==> src/rtl/fbb_pkg.sv <==
package fbb_pkg;

    localparam int unsigned NPANEL   = 2;
    localparam int unsigned PANEL_UP = 0;
    localparam int unsigned PANEL_LO = 1;

    typedef enum logic [0:0] {
        ST_CLEAR   = 1'b0,
        ST_PENDING = 1'b1
    } upd_state_e;

endpackage

==> src/rtl/fbb_regfile.sv <==
module fbb_regfile
    import fbb_pkg::*;
#(
    parameter int unsigned     AW         = 8,
    parameter int unsigned     DW         = 32,
    parameter int unsigned     ALIGN      = 2,
    parameter logic [AW-1:0]   OFS_UPPER  = 8'h10,
    parameter logic [AW-1:0]   OFS_LOWER  = 8'h14,
    parameter logic [AW-1:0]   OFS_STATUS = 8'h18,
    parameter logic [AW-1:0]   OFS_MASK   = 8'h1C
) (
    input  logic                         clk,
    input  logic                         rst_n,
    input  logic                         bus_sel,
    input  logic                         bus_wr,
    input  logic [AW-1:0]                bus_addr,
    input  logic [DW-1:0]                bus_wdata,
    input  logic                         flag,
    output logic [NPANEL-1:0][DW-1:0]    prog_base,
    output logic                         irq_en,
    output logic                         clr_req,
    output logic [DW-1:0]                bus_rdata
);

    localparam int unsigned HIW = DW - ALIGN;

    logic wr_en;
    logic irq_en_q;

    assign wr_en = bus_sel & bus_wr;

    // one staging register per panel half; only the aligned bits are stored
    for (genvar g = 0; g < NPANEL; g++) begin : g_stage
        localparam logic [AW-1:0] OFS = (g == PANEL_UP) ? OFS_UPPER : OFS_LOWER;
        logic [HIW-1:0] hi_q;

        always_ff @(posedge clk) begin
            if (!rst_n) begin
                hi_q <= '0;
            end else if (wr_en && (bus_addr == OFS)) begin
                hi_q <= bus_wdata[DW-1:ALIGN];
            end
        end

        assign prog_base[g] = {hi_q, {ALIGN{1'b0}}};
    end

    always_ff @(posedge clk) begin
        if (!rst_n) begin
            irq_en_q <= 1'b0;
        end else if (wr_en && (bus_addr == OFS_MASK)) begin
            irq_en_q <= bus_wdata[0];
        end
    end

    assign irq_en  = irq_en_q;
    assign clr_req = wr_en && (bus_addr == OFS_STATUS) && bus_wdata[0];

    always_comb begin
        bus_rdata = '0;
        if (bus_sel) begin
            if (bus_addr == OFS_UPPER) begin
                bus_rdata = prog_base[PANEL_UP];
            end else if (bus_addr == OFS_LOWER) begin
                bus_rdata = prog_base[PANEL_LO];
            end else if (bus_addr == OFS_STATUS) begin
                bus_rdata = {{(DW-1){1'b0}}, flag};
            end else if (bus_addr == OFS_MASK) begin
                bus_rdata = {{(DW-1){1'b0}}, irq_en_q};
            end
        end
    end

    // a base readback never shows the reserved low bits
    assert_base_aligned_R2: assert property (@(posedge clk) disable iff (!rst_n)
        (bus_sel && ((bus_addr == OFS_UPPER) || (bus_addr == OFS_LOWER)))
            |-> (bus_rdata[ALIGN-1:0] == '0));

    // a mask write lands on the next cycle
    assert_mask_write_R8: assert property (@(posedge clk) disable iff (!rst_n)
        (wr_en && (bus_addr == OFS_MASK)) |=> (irq_en == $past(bus_wdata[0])));

endmodule

==> src/rtl/fbb_shadow.sv <==
module fbb_shadow
    import fbb_pkg::*;
#(
    parameter int unsigned DW = 32
) (
    input  logic                       clk,
    input  logic                       rst_n,
    input  logic                       vsync,
    input  logic [NPANEL-1:0][DW-1:0]  prog_base,
    output logic [NPANEL-1:0][DW-1:0]  cur_base
);

    for (genvar g = 0; g < NPANEL; g++) begin : g_live
        logic [DW-1:0] cur_q;

        always_ff @(posedge clk) begin
            if (!rst_n) begin
                cur_q <= '0;
            end else if (vsync) begin
                cur_q <= prog_base[g];
            end
        end

        assign cur_base[g] = cur_q;
    end

    // outside a sync pulse the live addresses do not move
    assert_live_hold_R3: assert property (@(posedge clk) disable iff (!rst_n)
        !vsync |=> $stable(cur_base));

    // a sync pulse loads the staging value seen at that edge
    assert_live_copy_R4: assert property (@(posedge clk) disable iff (!rst_n)
        vsync |=> (cur_base == $past(prog_base)));

endmodule

==> src/rtl/fbb_status_fsm.sv <==
module fbb_status_fsm
    import fbb_pkg::*;
(
    input  logic clk,
    input  logic rst_n,
    input  logic vsync,
    input  logic clr_req,
    input  logic irq_en,
    output logic flag,
    output logic irq
);

    upd_state_e state_q, state_d;

    always_comb begin
        state_d = state_q;
        unique case (state_q)
            ST_CLEAR: begin
                if (vsync) state_d = ST_PENDING;          // T_SYNC
            end
            ST_PENDING: begin
                if (clr_req && !vsync) state_d = ST_CLEAR; // T_ACK
            end
            default: state_d = ST_CLEAR;
        endcase
    end

    always_ff @(posedge clk) begin
        if (!rst_n) begin
            state_q <= ST_CLEAR;
        end else begin
            state_q <= state_d;
        end
    end

    always_comb begin
        flag = (state_q == ST_PENDING);
        irq  = flag & irq_en;
    end

    // a sync pulse always leaves the flag set, clear or not
    assert_sync_sets_R5: assert property (@(posedge clk) disable iff (!rst_n)
        vsync |=> flag);

    // an acknowledge without a sync pulse clears the flag
    assert_ack_clears_R6: assert property (@(posedge clk) disable iff (!rst_n)
        (flag && clr_req && !vsync) |=> !flag);

    // the flag never rises without a sync pulse
    assert_no_spurious_R6: assert property (@(posedge clk) disable iff (!rst_n)
        (!flag && !vsync) |=> !flag);

endmodule

==> src/rtl/fbb_frame_base.sv <==
module fbb_frame_base
    import fbb_pkg::*;
#(
    parameter int unsigned     AW         = 8,
    parameter int unsigned     DW         = 32,
    parameter int unsigned     ALIGN      = 2,
    parameter logic [AW-1:0]   OFS_UPPER  = 8'h10,
    parameter logic [AW-1:0]   OFS_LOWER  = 8'h14,
    parameter logic [AW-1:0]   OFS_STATUS = 8'h18,
    parameter logic [AW-1:0]   OFS_MASK   = 8'h1C
) (
    input  logic           clk,
    input  logic           rst_n,
    input  logic           bus_sel,
    input  logic           bus_wr,
    input  logic [AW-1:0]  bus_addr,
    input  logic [DW-1:0]  bus_wdata,
    output logic [DW-1:0]  bus_rdata,
    input  logic           vsync,
    output logic [DW-1:0]  cur_upper_base,
    output logic [DW-1:0]  cur_lower_base,
    output logic           irq
);

    logic [NPANEL-1:0][DW-1:0] prog_base;
    logic [NPANEL-1:0][DW-1:0] cur_base;
    logic                      irq_en;
    logic                      clr_req;
    logic                      flag;

    fbb_regfile #(
        .AW(AW), .DW(DW), .ALIGN(ALIGN),
        .OFS_UPPER(OFS_UPPER), .OFS_LOWER(OFS_LOWER),
        .OFS_STATUS(OFS_STATUS), .OFS_MASK(OFS_MASK)
    ) u_regs (
        .clk       (clk),
        .rst_n     (rst_n),
        .bus_sel   (bus_sel),
        .bus_wr    (bus_wr),
        .bus_addr  (bus_addr),
        .bus_wdata (bus_wdata),
        .flag      (flag),
        .prog_base (prog_base),
        .irq_en    (irq_en),
        .clr_req   (clr_req),
        .bus_rdata (bus_rdata)
    );

    fbb_shadow #(.DW(DW)) u_live (
        .clk       (clk),
        .rst_n     (rst_n),
        .vsync     (vsync),
        .prog_base (prog_base),
        .cur_base  (cur_base)
    );

    fbb_status_fsm u_flag (
        .clk     (clk),
        .rst_n   (rst_n),
        .vsync   (vsync),
        .clr_req (clr_req),
        .irq_en  (irq_en),
        .flag    (flag),
        .irq     (irq)
    );

    assign cur_upper_base = cur_base[PANEL_UP];
    assign cur_lower_base = cur_base[PANEL_LO];

    // the interrupt is only raised while enabled and pending
    assert_irq_gated_R8: assert property (@(posedge clk) disable iff (!rst_n)
        irq |-> (irq_en && flag));

endmodule

==> config.mk <==
export PLATFORM = sky130hd
export DESIGN_NAME = fbb_frame_base
export DESIGN_NICKNAME = d
export VERILOG_FILES = /design/src/rtl/fbb_pkg.sv /design/src/rtl/fbb_regfile.sv /design/src/rtl/fbb_shadow.sv /design/src/rtl/fbb_status_fsm.sv /design/src/rtl/fbb_frame_base.sv
export SDC_FILE = /design/constraint.sdc
export NUM_CORES = 1
export LEC_CHECK = 0
export BUFFER_PORTS_ARGS = -buffer_cell sky130_fd_sc_hd__buf_2
export CORE_MARGIN = 3
export CORE_UTILIZATION = 40
export CTS_CLUSTER_DIAMETER = 30
export DETAILED_ROUTE_END_ITERATION = 10
export PLACE_DENSITY = 0.6
export SLEW_MARGIN = 5
export SYNTH_ARGS = -nofsm -noshare
export SYNTH_HDL_FRONTEND = slang
export SYNTH_SLANG_ARGS = --single-unit
==> constraint.sdc <==
create_clock -name clk -period 3.1 [get_ports clk]
set_input_delay 0.62 -clock clk [delete_from_list [all_inputs] [get_ports clk]]
set_output_delay 0.62 -clock clk [all_outputs]
set_load 0.01 [all_outputs]
==> impl_results.rst, run 1 <==
.. list-table::
   :header-rows: 1

   * - Metric
     - Value
   * - Number of endpoints with negative hold slack in the final report
     - 0
   * - Startpoint Class
     - input pin
   * - Height of the die
     - 119.5 um
   * - Average wire per standard cell
     - 15.23 um
   * - Placement Cell Area
     - 5926 um2
   * - Relative area change from synthesis to final layout
     - 27.46%
   * - CTS max path bufs
     - 2
   * - Number of DRC violations after detailed-routing iteration 0
     - 186
   * - First-pass GRT wire length
     - 20170 um
   * - Post-detailed-route count of antenna-violating nets
     - 0
   * - Fraction of the yosys area taken by sequential cells
     - 0.4739
   * - Number of buffers added to fix hold violations after cts
     - 0
   * - Commonest non-fill, non-tap cell in the layout
     - sky130_fd_sc_hd__mux2i_1
   * - Fraction of layout instances using a drive strength above 1
     - 0.2695
   * - Final net count
     - 685
   * - Pwr dens
     - 586.6 nW/um2
   * - Number of top-level pins
     - 142
   * - RR Endpoint
     - u_live.g_live[1].cur_q[19]$_SDFFE_PN0P_
   * - Kind of path behind the tightest hold check
     - input pin to register
   * - CP Data Arrival Time
     - 2260 ps
   * - Final WL
     - 12520 um
   * - Worst-case headroom to the max-slew limit
     - 0.5711
   * - Unrepaired setup endpoints after global routing
     - no
   * - Filler Cells Inserted
     - 1167
   * - Via-per-instance ratio
     - 4.757
   * - Num CTS Buffers
     - 17
   * - Setup Fix Bufs, Post-CTS
     - 0
   * - Antenna violations before repair
     - 2
   * - Max Clock Freq
     - 347.3 MHz
   * - Startpoint of the most critical register-to-register path
     - u_regs.g_stage[1].hi_q[17]$_SDFFE_PN0P_
   * - Clock-pin slew on the worst setup and hold paths
     - 50 ps
   * - GP Congestion
     - 0.7807
   * - Destination of the critical timing path
     - bus_rdata[9]
   * - Synthesized area
     - 5154 um2
   * - Pwr Total
     - 3.853 mW
   * - Average footprint of a synthesized cell
     - 9.988 um2
   * - Number of cells upsized or downsized after cts
     - 0
   * - Number of different library cells in the post-synthesis netlist
     - 22
   * - Post-synthesis cell count
     - 516
   * - Category of the most critical setup path
     - input pin to primary output
   * - Register area
     - 2442 um2
   * - Category of the worst setup path capture point
     - primary output
   * - Maximum Capacitance Violations
     - 0
   * - Global-route congestion overflow total
     - 0
   * - Initial standard-cell utilization of the core
     - 0.4186
   * - Highest-count cells in the layout ignoring fill and taps
     - 152 x sky130_fd_sc_hd__mux2i_1, 133 x sky130_fd_sc_hd__buf_2, 122 x sky130_fd_sc_hd__dfxtp_1
   * - Root cell of the clock tree
     - sky130_fd_sc_hd__clkbuf_16
   * - Pin count of the biggest net entering global routing
     - 87
   * - Critical Path RT
     - 2480 ps
   * - Setup slack on the worst flop-to-flop path
     - 2420 ps
   * - Final Slew Violations
     - 0
   * - Vias after detailed routing
     - 3910
   * - Fin Setup TNS
     - 0 ps
   * - Port bufs
     - 135
   * - Tot GR Track Use
     - 0.1812
   * - Final Instance Area
     - 6569 um2
   * - Clock insertion delay at the later pin of the skew report
     - 410 ps
   * - Row count
     - 40
   * - First drt pass iteration count
     - 4
   * - Outcome
     - complete, no violations
   * - Transition time at the pin with the least slew margin
     - 643.3 ps
   * - Setup ws final
     - 221.0 ps
   * - Overall die area
     - 14280 um2
   * - Start point of the critical path
     - bus_addr[7]
   * - Number of global-route vias before repair
     - 3852
   * - Synth warnings
     - 0
   * - CTS tree
     - built
   * - Synthesis-stage register bit count
     - 122
   * - Post-route clock skew
     - 7.708 ps
   * - Final Hold Slack
     - 445.6 ps
   * - Worst Setup Slack post-DPL
     - 226.8 ps
   * - Critical path fanouts, max
     - 30
   * - Ratio of final minimum period to clock period
     - 0.9287
   * - Die Wd
     - 119.5 um
   * - Area taken by multi-input logic gates
     - 2487 um2
   * - Number of cell instances on the worst register-to-register path
     - 2
   * - Area of the placeable core
     - 12310 um2
   * - Count of endpoints failing setup in the final report
     - 0
   * - Number of H-tree levels
     - 4
   * - HPWL after DPL
     - 8547 um
   * - Final period demand of the worst path
     - 2879 ps
   * - Number of clock sinks seen by CTS
     - 122
   * - Leakage power figure
     - 3.111 nW
   * - Max VDD drop
     - 0.2946 mV
   * - DRC violations left
     - 0
[where the power goes]
group | total (mW) | switching, mW | leakage [nW] | internal, mW
Sequential | 1.57 | 0.00106 | 0.982 | 1.57
Combinational | 0.162 | 0.0907 | 1.81 | 0.0709
Clock | 2.12 | 0.671 | 0.317 | 1.45
Total | 3.85 | 0.763 | 3.11 | 3.09
[synth_stat cells, drive strengths merged]
| library cell | number | share of area |
|---|---|---|
| mux2i | 152 | 0.30 |
| dfxtp | 122 | 0.47 |
| nand2 | 93 | 0.068 |
| nor2b | 60 | 0.073 |
| nor2 | 32 | 0.023 |
| buf | 23 | 0.032 |
| clkbuf | 20 | 0.015 |
| nor3 | 2 | 0.0019 |
| a41oi | 1 | 0.0017 |
| and2 | 1 | 0.0012 |
| and4b | 1 | 0.0019 |
| conb | 1 | 0.00073 |
| nand3b | 1 | 0.0015 |
| nand4 | 1 | 0.0012 |
| nand4b | 1 | 0.0017 |
| nor4 | 1 | 0.0012 |
| nor4bb | 1 | 0.0019 |
| o21ai | 1 | 0.00097 |
| or3 | 1 | 0.0022 |
| or4 | 1 | 0.0022 |
[final cells by class]
| class | instances | share of cell area |
|---|---|---|
| Tap cell | 168 | 0.03200 |
| Timing Repair Buffer | 144 | 0.1196 |
| Antenna cell | 1 | 0.0003810 |
| Sequential cell | 122 | 0.3718 |
| Clock inverter | 7 | 0.02057 |
| Clock buffer | 25 | 0.07695 |
| Multi-Input combinational cell | 355 | 0.3787 |
[worst min path at each step]
stage / end / start / slack [ps] / cells past startpoint
finish: u_flag.flag$_SDFF_PN0_ / bus_wdata[0] / 450 / 2
global placement: u_regs.irq_en$_SDFFE_PN0P_ / u_regs.irq_en$_SDFFE_PN0P_ / 450 / 2
detailed placement: u_regs.g_stage[0].hi_q[27]$_SDFFE_PN0P_ / u_regs.g_stage[0].hi_q[27]$_SDFFE_PN0P_ / 470 / 2
CTS: u_flag.flag$_SDFF_PN0_ / bus_wdata[0] / 420 / 2
floorplan: u_regs.irq_en$_SDFFE_PN0P_ / u_regs.irq_en$_SDFFE_PN0P_ / 440 / 2
global route: u_flag.flag$_SDFF_PN0_ / bus_wdata[0] / 430 / 2
[metrics by stage]
stage | utilization | cells
finish | 0.5335 | 822
global route | 0.5335 | 822
CTS | 0.5333 | 821
detailed placement | 0.4813 | 789
global placement | 0.4813 | 789
floorplan | - | 520
[critical path, cell delays in order]
cell and delay (ps):
sky130_fd_sc_hd__buf_2 110, sky130_fd_sc_hd__or4_4 570, sky130_fd_sc_hd__or3_4 590, sky130_fd_sc_hd__nor2_1 210
sky130_fd_sc_hd__buf_2 160
[kinds of logic after synthesis]
kind of cell | share of synthesized area
AO/OA/AOI/OAI | 0.002670
flip-flops | 0.4739
other | 0.0007276
multiplexers | 0.2952
buffers and inverters | 0.04661
AND/OR/NAND/NOR | 0.1809
[flip-flops by register name, indices dropped and copies added, names as in the netlist]
signal and count:
u_regs.irq_en 1, u_regs.g_stage.hi_q 60, u_flag.flag 1, u_live.g_live.cur_q 60
[metal layers]
layer	vias up	GRT usage	wire length, um
met5	-	0	7
met4	2	0.08017	257
met3	24	0.06032	712
met2	101	0.2814	5792
met1	1827	0.2294	5746
li1	1956	-	-
Note: power is estimated with default switching activity, not from simulation.
==> inputs of run 2 (changes only) <==
==> constraint.sdc (replaced) <==
create_clock -name clk -period 3.75 [get_ports clk]
set_input_delay 0.75 -clock clk [delete_from_list [all_inputs] [get_ports clk]]
set_output_delay 0.75 -clock clk [all_outputs]
set_load 0.01 [all_outputs]
==> impl_results.rst, run 2 (synthesis gave the netlist of run 1 again) <==
.. list-table::
   :header-rows: 1

   * - Metric
     - Value
   * - Outcome
     - complete, no violations (unchanged)
   * - Number of buffers added to fix hold violations after cts
     - 0 (unchanged)
   * - Critical Path RT
     - 3000 ps (was 2480 ps)
   * - Number of clock sinks seen by CTS
     - 122 (unchanged)
   * - Largest registers
     - u_live.g_live.cur_q x60, u_regs.g_stage.hi_q x60 (unchanged)
   * - Routed length on met3
     - 723 um (was 712 um)
   * - Count of endpoints failing setup in the final report
     - 0 (unchanged)
   * - Sequential fraction of design power
     - 0.412 (was 0.408)
   * - Wire length on met1
     - 6020 um (was 5746 um)
   * - Overall die area
     - 14280 um2 (unchanged)
   * - Via-per-instance ratio
     - 4.694 (was 4.757)
   * - Area of the placeable core
     - 12310 um2 (unchanged)
   * - Final period demand of the worst path
     - 3180 ps
   * - Final net count
     - 681 (was 685)
   * - Relative area change from synthesis to final layout
     - 26.46% (was 27.46%)
   * - Top Metal Used
     - met4 (was met5)
   * - Category of the most critical setup path
     - input pin to primary output (unchanged)
   * - Switching share of power
     - 0.2015 (was 0.1980)
   * - Category of the worst setup path capture point
     - primary output (unchanged)
   * - Diode insertion count for antenna repair
     - 0 (was 1)
   * - Number of top-level pins
     - 142 (unchanged)
   * - Initial standard-cell utilization of the core
     - 0.4186 (unchanged)
   * - Met2 Routed Length
     - 5509 um (was 5792 um)
   * - Max VDD drop
     - 0.2588 mV (was 0.2946 mV)
   * - Post-route clock skew
     - 5.636 ps (was 7.708 ps)
   * - Highest-count cells in the layout ignoring fill and taps
     - 152 x sky130_fd_sc_hd__mux2i_1, 133 x sky130_fd_sc_hd__buf_2, 122 x sky130_fd_sc_hd__dfxtp_1 (unchanged)
   * - Combinational group share of total power
     - 0.041 (was 0.042)
   * - Vias after detailed routing
     - 3835 (was 3910)
   * - Final Instance Area
     - 6518 um2 (was 6569 um2)
   * - Number of DRC violations after detailed-routing iteration 0
     - 212 (was 186)
   * - Clock-pin slew on the worst setup and hold paths
     - 50 ps (about the same)
   * - GP Congestion
     - 0.7600 (was 0.7807)
   * - Setup Fix Bufs, Post-CTS
     - 0 (unchanged)
   * - First drt pass iteration count
     - 4 (unchanged)
   * - Kind of path behind the tightest hold check
     - register to register (was input pin to register)
   * - CTS tree
     - built (unchanged)
   * - Unrepaired setup endpoints after global routing
     - no (unchanged)
   * - Startpoint Class
     - input pin (unchanged)
   * - Maximum Capacitance Violations
     - 0 (unchanged)
   * - HPWL after DPL
     - 8077 um (was 8547 um)
   * - Height of the die
     - 119.5 um (unchanged)
   * - Number of endpoints with negative hold slack in the final report
     - 0 (unchanged)
   * - Pin count of the biggest net entering global routing
     - 95 (was 87)
   * - Leakage power figure
     - 3.079 nW (was 3.111 nW)
   * - Max Clock Freq
     - 314.5 MHz
   * - Commonest non-fill, non-tap cell in the layout
     - sky130_fd_sc_hd__mux2i_1 (unchanged)
   * - Row count
     - 40 (unchanged)
   * - Number of H-tree levels
     - 4 (unchanged)
   * - Final Slew Violations
     - 0 (unchanged)
   * - Num CTS Buffers
     - 17 (unchanged)
   * - Pwr dens
     - 483.5 nW/um2 (was 586.6 nW/um2)
   * - Final WL
     - 12430 um (was 12520 um)
   * - Number of global-route vias before repair
     - 3840 (was 3852)
   * - First-pass GRT wire length
     - 19860 um (was 20170 um)
   * - Part of the power in the clock network
     - 0.546 (was 0.550)
   * - Die Wd
     - 119.5 um (unchanged)
   * - Number of cells upsized or downsized after cts
     - 0 (unchanged)
   * - Tot GR Track Use
     - 0.1755 (was 0.1812)
   * - Filler Cells Inserted
     - 1159 (was 1167)
   * - Net switching component of the power
     - 635.0 uW (was 762.8 uW)
   * - Internal Power
     - 2.516 mW (was 3.090 mW)
   * - CTS max path bufs
     - 2 (unchanged)
   * - Clock insertion delay at the later pin of the skew report
     - 410 ps (about the same)
   * - Fin Setup TNS
     - 0 ps (unchanged)
   * - Placement Cell Area
     - 5896 um2 (was 5926 um2)
   * - Post-detailed-route count of antenna-violating nets
     - 0 (unchanged)
   * - Fin util
     - 0.5294 (was 0.5335)
   * - Root cell of the clock tree
     - sky130_fd_sc_hd__clkbuf_16 (unchanged)
   * - Global-route congestion overflow total
     - 0 (unchanged)
   * - Antenna violations before repair
     - 0 (was 2)
   * - Transition time at the pin with the least slew margin
     - 1077 ps (was 643.3 ps)
   * - DRC violations left
     - 0 (unchanged)
   * - Port bufs
     - 135 (unchanged)
   * - Critical path fanouts, max
     - 30 (unchanged)
   * - Worst-case headroom to the max-slew limit
     - 0.2820 (was 0.5711)
   * - Fraction of layout instances using a drive strength above 1
     - 0.2635 (was 0.2695)
   * - CP Data Arrival Time
     - 2430 ps (was 2260 ps)
   * - Ratio of final minimum period to clock period
     - 0.8480
   * - Average wire per standard cell
     - 15.21 um (was 15.23 um)
run 2: cell types whose count changed in the layout (fill, tap and decap cells not counted):
cell                       delta
sky130_fd_sc_hd__clkinv_2     +1
sky130_fd_sc_hd__clkbuf_8     -2
sky130_fd_sc_hd__diode_2      -1
sky130_fd_sc_hd__clkbuf_1     +1
sky130_fd_sc_hd__buf_4        -4
run 2: per-stage QoR:
stage / power (mW) / hold WS (ps) / std cells / setup slack [ps]
after floorplan: 1.420 / 442.8 / 520 / 991.6
after CTS: 3.185 / 478.0 / 817 / 600.1
after global routing: 3.257 / 490.7 / 817 / 516.9
after detailed placement: 1.458 / 464.8 / 785 / 600.0
after global placement: 1.457 / 453.9 / 785 / 598.4
final: 3.151 / 472.4 / 817 / 570.0
run 2: path summary, 6_finish.rpt:
kind | start | endpoint | slack (ps) | depth (start not counted)
setup reg to reg | u_regs.g_stage[0].hi_q[11]$_SDFFE_PN0P_ | u_live.g_live[0].cur_q[13]$_SDFFE_PN0P_ | 3030 | 2
setup / recovery | bus_addr[7] | bus_rdata[9] | 570 | 5
hold reg to reg | u_regs.irq_en$_SDFFE_PN0P_ | u_regs.irq_en$_SDFFE_PN0P_ | 470 | 2
hold / removal | u_regs.irq_en$_SDFFE_PN0P_ | u_regs.irq_en$_SDFFE_PN0P_ | 470 | 2
run 2: power by group through the flow:
stage	clock network, mW	registers (mW)	logic (mW)
CTS	1.75	1.30	0.132
global route	1.82	1.30	0.142
global placement	0	1.33	0.130
detailed placement	0	1.33	0.132
finish	1.72	1.30	0.131
floorplan	0	1.33	0.0935
run 2: cell type report:
class | count | area [um2] | share of cell area
timing repair buffer | 140 | 755.7 | 0.1160
multi-input combinational | 355 | 2487 | 0.3816
sequential | 122 | 2442 | 0.3747
clock inverter | 8 | 140.1 | 0.02150
tap | 168 | 210.2 | 0.03225
clock buffer | 24 | 481.7 | 0.07391
run 2: worst max-delay path, stage by stage:
cell	delay, ps
sky130_fd_sc_hd__buf_2	100
sky130_fd_sc_hd__or4_4	570
sky130_fd_sc_hd__or3_4	610
sky130_fd_sc_hd__nor2_1	230
sky130_fd_sc_hd__buf_2	160
run 2: per-layer routing:
metal / track usage / vias up
met5: 0 / -
li1: - / 1935
met1: 0.2256 / 1789
met3: 0.05844 / 12
met2: 0.2751 / 99
met4: 0.06442 / 0
